## config.mk

```make
export PLATFORM = sky130hd
export DESIGN_NAME = sram_sync_core
export DESIGN_NICKNAME = d
export VERILOG_FILES = /design/src/rtl/ssram_pkg.sv /design/src/rtl/ssram_ctl.sv /design/src/rtl/ssram_array.sv /design/src/rtl/ssram_outpath.sv /design/src/rtl/sram_sync_core.sv
export SDC_FILE = /design/constraint.sdc
export NUM_CORES = 2
export LEC_CHECK = 0
export BUFFER_PORTS_ARGS = -buffer_cell sky130_fd_sc_hd__buf_2
export CAP_MARGIN = 30
export CORE_MARGIN = 1
export CORE_UTILIZATION = 27
export CTS_CLUSTER_DIAMETER = 120
export DETAILED_ROUTE_END_ITERATION = 8
export MAX_ROUTING_LAYER = met4
export PLACE_DENSITY_LB_ADDON = 0.2
export SLEW_MARGIN = 20
export SYNTH_ARGS = -nofsm -noshare
export SYNTH_HDL_FRONTEND = slang
export SYNTH_SLANG_ARGS = --single-unit
```

## constraint.sdc

```tcl
create_clock -name clk -period 4.52 [get_ports clk]
set_input_delay 0.678 -clock clk [delete_from_list [all_inputs] [get_ports clk]]
set_output_delay 0.678 -clock clk [all_outputs]
set_load 0.005 [all_outputs]
```

## src/rtl/ssram_pkg.sv

```systemverilog
package ssram_pkg;
  typedef enum logic [1:0] {
    OP_DESEL = 2'd0,
    OP_READ  = 2'd1,
    OP_WRITE = 2'd2
  } op_e;
endpackage

```

## src/rtl/ssram_ctl.sv

```systemverilog
module ssram_ctl
  import ssram_pkg::*;
#(
  parameter int LANES   = 4,
  parameter int REC_CYC = 3
) (
  input  logic             clk,
  input  logic             rst,
  input  logic             sel_a_n,
  input  logic             sel_b,
  input  logic             sel_c_n,
  input  logic             adr_load_n,
  input  logic             all_wr_n,
  input  logic             lane_wr_n,
  input  logic [LANES-1:0] lane_sel_n,
  input  logic             sleep_req,
  output op_e              op_now,
  output logic [LANES-1:0] lane_we,
  output logic             asleep,
  output logic             rec_busy,
  output logic             wr_err
);
  localparam int RCW = $clog2(REC_CYC + 1);

  logic           hold_bc;
  logic           sel_bc;
  logic           selected;
  logic           wr_req;
  logic           nap_seen;
  logic [RCW-1:0] rec_cnt;

  // outer selects only count on load edges; otherwise the last capture holds
  assign sel_bc   = !adr_load_n ? (sel_b && !sel_c_n) : hold_bc;
  assign selected = !sel_a_n && sel_bc;
  assign wr_req   = !all_wr_n || (!lane_wr_n && (lane_sel_n != '1));
  assign rec_busy = (rec_cnt != '0);

  always_comb begin
    if (!selected || asleep)  op_now = OP_DESEL;
    else if (wr_req)          op_now = rec_busy ? OP_DESEL : OP_WRITE;
    else                      op_now = OP_READ;
  end

  always_comb begin
    if (op_now != OP_WRITE)   lane_we = '0;
    else if (!all_wr_n)       lane_we = '1;
    else                      lane_we = ~lane_sel_n;
  end

  always_ff @(posedge clk) begin
    if (rst) begin
      hold_bc  <= 1'b0;
      nap_seen <= 1'b0;
      asleep   <= 1'b0;
      rec_cnt  <= '0;
      wr_err   <= 1'b0;
    end else begin
      if (!adr_load_n) hold_bc <= sel_b && !sel_c_n;
      nap_seen <= sleep_req;
      asleep   <= nap_seen;
      if (asleep && !nap_seen)  rec_cnt <= RCW'(REC_CYC);
      else if (rec_busy)        rec_cnt <= rec_cnt - 1'b1;
      wr_err   <= selected && !asleep && wr_req && rec_busy;
    end
  end
endmodule

```

## src/rtl/ssram_array.sv

```systemverilog
module ssram_array #(
  parameter int AW    = 6,
  parameter int DW    = 32,
  parameter int LANES = 4
) (
  input  logic             clk,
  input  logic [LANES-1:0] we,
  input  logic             re,
  input  logic [AW-1:0]    addr,
  input  logic [DW-1:0]    wdata,
  output logic [DW-1:0]    rdq
);
  localparam int LW    = DW / LANES;
  localparam int DEPTH = 1 << AW;

  for (genvar g = 0; g < LANES; g++) begin : g_lane
    logic [LW-1:0] mem [DEPTH];
    logic [LW-1:0] q;
    always_ff @(posedge clk) begin
      if (we[g]) mem[addr] <= wdata[g*LW +: LW];
      if (re)    q <= mem[addr];
    end
    assign rdq[g*LW +: LW] = q;
  end
endmodule

```

## src/rtl/ssram_outpath.sv

```systemverilog
module ssram_outpath
  import ssram_pkg::*;
#(
  parameter int DW = 32
) (
  input  logic          clk,
  input  logic          rst,
  input  logic          pipe_mode,
  input  logic          late_off,
  input  op_e           op_now,
  input  logic          asleep,
  input  logic          drv_en_n,
  input  logic [DW-1:0] ramq,
  output op_e           cur_op,
  output logic [DW-1:0] rdata,
  output logic          rdata_oe
);
  op_e           prev_op;
  logic [DW-1:0] outq;
  logic          due_ft;
  logic          due_pl;
  logic          drive;

  always_ff @(posedge clk) begin
    if (rst) begin
      cur_op  <= OP_DESEL;
      prev_op <= OP_DESEL;
    end else begin
      cur_op  <= op_now;
      prev_op <= cur_op;
    end
  end

  always_ff @(posedge clk) outq <= ramq;

  // flow-through: data of the stage-one read; late_off stretches it over one deselect
  assign due_ft = (cur_op == OP_READ) ||
                  (late_off && cur_op == OP_DESEL && prev_op == OP_READ);
  // pipelined: data of the stage-two read; early turn-off cuts it on a fresh deselect
  assign due_pl = (prev_op == OP_READ) && (late_off || cur_op != OP_DESEL);

  assign drive    = (pipe_mode ? due_pl : due_ft) && (cur_op != OP_WRITE) && !asleep;
  assign rdata_oe = drive && !drv_en_n;
  assign rdata    = pipe_mode ? outq : ramq;
endmodule

```

## src/rtl/sram_sync_core.sv

```systemverilog
module sram_sync_core
  import ssram_pkg::*;
#(
  parameter int AW      = 6,
  parameter int DW      = 32,
  parameter int LANES   = 4,
  parameter int REC_CYC = 3
) (
  input  logic             clk,
  input  logic             rst,
  input  logic             pipe_mode,
  input  logic             late_off,
  input  logic [AW-1:0]    addr,
  input  logic             sel_a_n,
  input  logic             sel_b,
  input  logic             sel_c_n,
  input  logic             adr_load_n,
  input  logic             all_wr_n,
  input  logic             lane_wr_n,
  input  logic [LANES-1:0] lane_sel_n,
  input  logic [DW-1:0]    wdata,
  input  logic             drv_en_n,
  input  logic             sleep_req,
  output logic [DW-1:0]    rdata,
  output logic             rdata_oe,
  output logic             wr_err
);
  op_e              op_now;
  op_e              cur_op;
  logic [LANES-1:0] lane_we;
  logic             asleep;
  logic             rec_busy;
  logic [DW-1:0]    ramq;
  logic             cur_is_wr;

  assign cur_is_wr = (cur_op == OP_WRITE);

  ssram_ctl #(.LANES(LANES), .REC_CYC(REC_CYC)) u_ctl (
    .clk(clk), .rst(rst), .sel_a_n(sel_a_n), .sel_b(sel_b), .sel_c_n(sel_c_n),
    .adr_load_n(adr_load_n), .all_wr_n(all_wr_n), .lane_wr_n(lane_wr_n),
    .lane_sel_n(lane_sel_n), .sleep_req(sleep_req), .op_now(op_now),
    .lane_we(lane_we), .asleep(asleep), .rec_busy(rec_busy), .wr_err(wr_err)
  );

  ssram_array #(.AW(AW), .DW(DW), .LANES(LANES)) u_arr (
    .clk(clk), .we(lane_we), .re(op_now == OP_READ), .addr(addr),
    .wdata(wdata), .rdq(ramq)
  );

  ssram_outpath #(.DW(DW)) u_out (
    .clk(clk), .rst(rst), .pipe_mode(pipe_mode), .late_off(late_off),
    .op_now(op_now), .asleep(asleep), .drv_en_n(drv_en_n), .ramq(ramq),
    .cur_op(cur_op), .rdata(rdata), .rdata_oe(rdata_oe)
  );
endmodule

```

==> impl_results.md <==
* Min Tclk post-route at ~3.3 ns
* EDFF count, synth at 2,080
* Max Buffers Root-to-Sink at 4
* Core area at between 300,000 and 400,000 sq um
* RSZ-0062 raised after global routing: no
* WP data required at 5.03 ns
* Max Clk Rate at around 0.3 GHz
* Data arrival, critical path at roughly 3.8 ns
* Max FO, Critical Path at 21
* Place WS at 0.438 ns
* LEAKAGE at 0.0308 uW
* Max-slew headroom at 0.251
* Finished Layout Cells at 9,408
* Crit share post-route at 0.736
* Final #Nets at roughly 5,300
* Depth of the worst register-to-register path at 7
* Die Y at 553 microns
* Synth unique cells at 69
* I/O pin total at 88
* CP top delay family: buffers and inverters
* Fillers at 29,048
* Max VDD drop at 0.330 mV
* Die width at 553 microns
* Layout cells sized above 1 at 0.227
* Routed vias/inst at 5.29
* Reg-to-reg setup timing slack at 1.54 ns
* Final setup viols at 0
* TritonCTS clock tree: done
* Initial Utilization at 0.272
* Critical path class: input pin to register
* Cell area after synthesis at 81,800 sq um
* WP depth at 7
* Tot GR Track Use at 0.207
* Worst setup margin at 1.19 ns
* Vias in the first global route at 48,323
* DR iter-0 viols at 6,292
* # rows at 201
* Sequential area share after synthesis at 0.774
* Routed len/inst at 33.6 microns
* Synth Flop Type: edfxtp_1
* CP startpoint: addr[4]
* DRT antenna net count at 0
* Endpoint type of the worst setup path: register
* Pin count of the biggest net entering global routing at 65
* Setup total negative slack at 0 ns
* Hold Crit Class: input pin to register
* Crit path to: u_arr.g_lane[0].q[6]
* Worst-path clk slew at 0.06 ns
* Via Count at around 50,000
* Final GP Congestion at 0.879
* H-tree depth at 4
* Root Buffer Master: clkbuf_16
* CP Cell Sequence: buf_2 -> buf_4 -> or3b_2 -> buf_4 -> o22ai_1 -> o21ai_0 -> nand4_1
* Num CTS Buffers at 232
* First-pass GRT wire length at 426,000 microns
* Hold Vio Cnt, Final at 0
* P&R area growth vs syn at 19.1%
* Port Buffers at 87
* CP Launch Type: input pin
* R2r endpoint: u_arr.g_lane[2].mem[49][2]
* Bufs and invs on worst path at 3
* Status: finished clean
* Reg2reg start: u_ctl.asleep
* # hold bufs at CTS at 0
* Drt drc at 0
* Syn avg cell area at about 17 sq um
* Placed Instances at 8,973
* Initial antenna violation count at 21
* Gr ovfl total at 0
* Die Area at 305,000 sq um
* Slew @ Worst Pin at 1.12 ns
* Most common cell on crit path: buf_4
* PwrDens at approximately 430 nW/um^2
* Setup Buffers After CTS at 0
* Register bit total from synthesis at 2,122
* Routed wire length at 316,000 microns
* Slowest stage delay, CP at about 0.7 ns
* Max-Cap Viols at 0
* Clk sinks at 2,122
* Net Count, Synth at roughly 4,800
* Post-DP HPWL at 213,000 microns
* Post-Synthesis Cells at 4,745
* Clk_skew at roughly 0.088 ns
* Asr flop ratio synth at 0
* Drt pass-1 iters at 6
* YS warnings at 0
* Max Slew Vio Count at 0
* Latest clock arrival within the worst-skew pair at a little over 0.9 ns
* Post-CTS resize count at 0
* Slowest cell on the critical path: o21ai_0
[cells in the final DEF (no fill, tap or decap), types with 11 or more instances in the layout]
cell type / netlist / routed
edfxtp_1: 2080 / 2080
buf_4: 26 / 512
a22oi_1: 346 / 346
nor2_1: 302 / 296
clkbuf_16: 0 / 235
a221oi_1: 161 / 161
mux2i_1: 151 / 151
nand2_1: 149 / 148
mux2_2: 135 / 135
o22ai_1: 118 / 118
a21oi_1: 108 / 108
nand3_1: 85 / 85
buf_2: 123 / 83
a22o_1: 77 / 77
mux4_2: 65 / 65
clkinv_1: 0 / 60
nor3_1: 54 / 51
clkinv_2: 0 / 44
dfxtp_1: 42 / 42
o221ai_1: 41 / 41
clkbuf_1: 152 / 39
o21ai_0: 38 / 38
a32oi_1: 36 / 36
buf_12: 0 / 35
or3b_2: 34 / 34
o22a_1: 34 / 34
nand4_1: 31 / 31
a211oi_1: 22 / 22
a41oi_1: 22 / 22
nor4_1: 22 / 22
o31ai_1: 20 / 20
a31oi_1: 18 / 18
and3_1: 19 / 17
diode_2: 0 / 16
nand3b_1: 15 / 15
bufinv_16: 0 / 15
nor3b_1: 16 / 13
a222oi_1: 11 / 11
and2_1: 14 / 11
[synthesized netlist by cell type (all sizes together), types with 3 or more instances]
master	instances	area share
o221ai	41	0.0044
a22o	77	0.0082
o22a	34	0.0036
dfxtp	42	0.010
a222oi	11	0.0013
nand3	86	0.0053
a2111o	10	0.0014
o21ai	38	0.0023
edfxtp	2080	0.76
and3b	5	0.00054
o211ai	4	0.00037
nor2b	14	0.0011
nor3	54	0.0033
buf	212	0.015
a21o	5	0.00046
clkbuf	153	0.0070
a32oi	36	0.0039
a221o	10	0.0012
a221oi	162	0.017
inv	9	0.00041
a22oi	346	0.032
a211oi	22	0.0020
a2111oi	10	0.0011
o31ai	20	0.0018
nand2	149	0.0068
mux2i	151	0.018
a31oi	18	0.0014
nand2b	12	0.00092
and3	19	0.0015
nor4	22	0.0017
o22ai	118	0.0090
nand3b	15	0.0014
nor2	302	0.014
o311ai	4	0.00043
a211o	3	0.00032
nand4	31	0.0024
or4b	3	0.00037
or3b	34	0.0036
a21oi	108	0.0066
mux4	65	0.018
mux2	135	0.019
nor3b	18	0.0018
and2	14	0.0011
o2bb2ai	3	0.00032
a41oi	22	0.0024
[power breakdown]
| group | switching, uW | internal (uW) |
|---|---|---|
| Sequential | 16.0 | 21600 |
| Combinational | 1730 | 660 |
| Clock | 7900 | 10300 |
| Total | 9640 | 32600 |
[logic make-up (layout without fill, tap and decap cells)]
family	count (synthesis)	count (layout)	synth area share
AOI/OAI and AO/OA	1112	1112	0.103
xor gates and xnor gates	1	1	0.000107
and+or+nand+nor	784	784	0.0462
muxes	351	351	0.0549
DFF	2122	2122	0.774
adders and majority gates	1	1	0.000153
other	0	16	0
buffers and inverters	374	1063	0.0222
[flip-flops by register name, indices dropped and copies added, names as in the netlist]
| signal | count |
|---|---|
| u_ctl.hold_bc | 1 |
| u_arr.g_lane.q | 32 |
| u_out.prev_op | 2 |
| u_ctl.nap_seen | 1 |
| u_ctl.asleep | 1 |
| u_ctl.wr_err | 1 |
| u_arr.g_lane.mem | 2048 |
| u_ctl.rec_cnt | 2 |
| u_out.cur_op | 2 |
| u_out.outq | 32 |
[final cells by class]
type / instances / area, sq um / area share
clock inverters: 141 / 1130 / 0.0116
well taps: 3958 / 4950 / 0.0508
inverters: 9 / 41.3 / 0.000424
diodes: 16 / 40.0 / 0.000411
repair buffers: 639 / 5100 / 0.0523
clock buffers: 274 / 6030 / 0.0618
flip-flops and latches: 2122 / 63300 / 0.650
multi-input cells: 2249 / 16900 / 0.173
[through the flow]
step | total power, uW | area (sq um) | hold WS (ns) | util
floorplan | 23100 | 81800 | 0.344 | -
detailed placement | 24500 | 90200 | 0.359 | 0.300
finish | 42300 | 97500 | 0.0675 | 0.324
global route | 43400 | 97400 | 0.0672 | 0.324
global placement | 24400 | 90100 | 0.355 | 0.300
CTS | 42600 | 97400 | 0.0263 | 0.324
[layer usage]
layer | up-vias | wire length, microns | GRT usage | share of wire
met1 | 26686 | 138000 | 0.280 | 0.44
met2 | 2116 | 146000 | 0.319 | 0.46
li1 | 20548 | - | - | -
met5 | - | 0 | - | 0
met4 | 0 | 11000 | 0.0675 | 0.035
met3 | 450 | 21500 | 0.0319 | 0.068
[how the worst min path moves through the flow]
stage,cells past startpoint,to,start
final,2,u_ctl.nap_seen,sleep_req
after global routing,2,u_ctl.nap_seen,sleep_req
after CTS,2,u_ctl.nap_seen,sleep_req
after detailed placement,0,u_out.outq[6],u_arr.g_lane[0].q[6]
after global placement,0,u_out.outq[6],u_arr.g_lane[0].q[6]
after floorplan,0,u_out.outq[0],u_arr.g_lane[0].q[0]
Note: power is estimated with default switching activity, not from simulation.
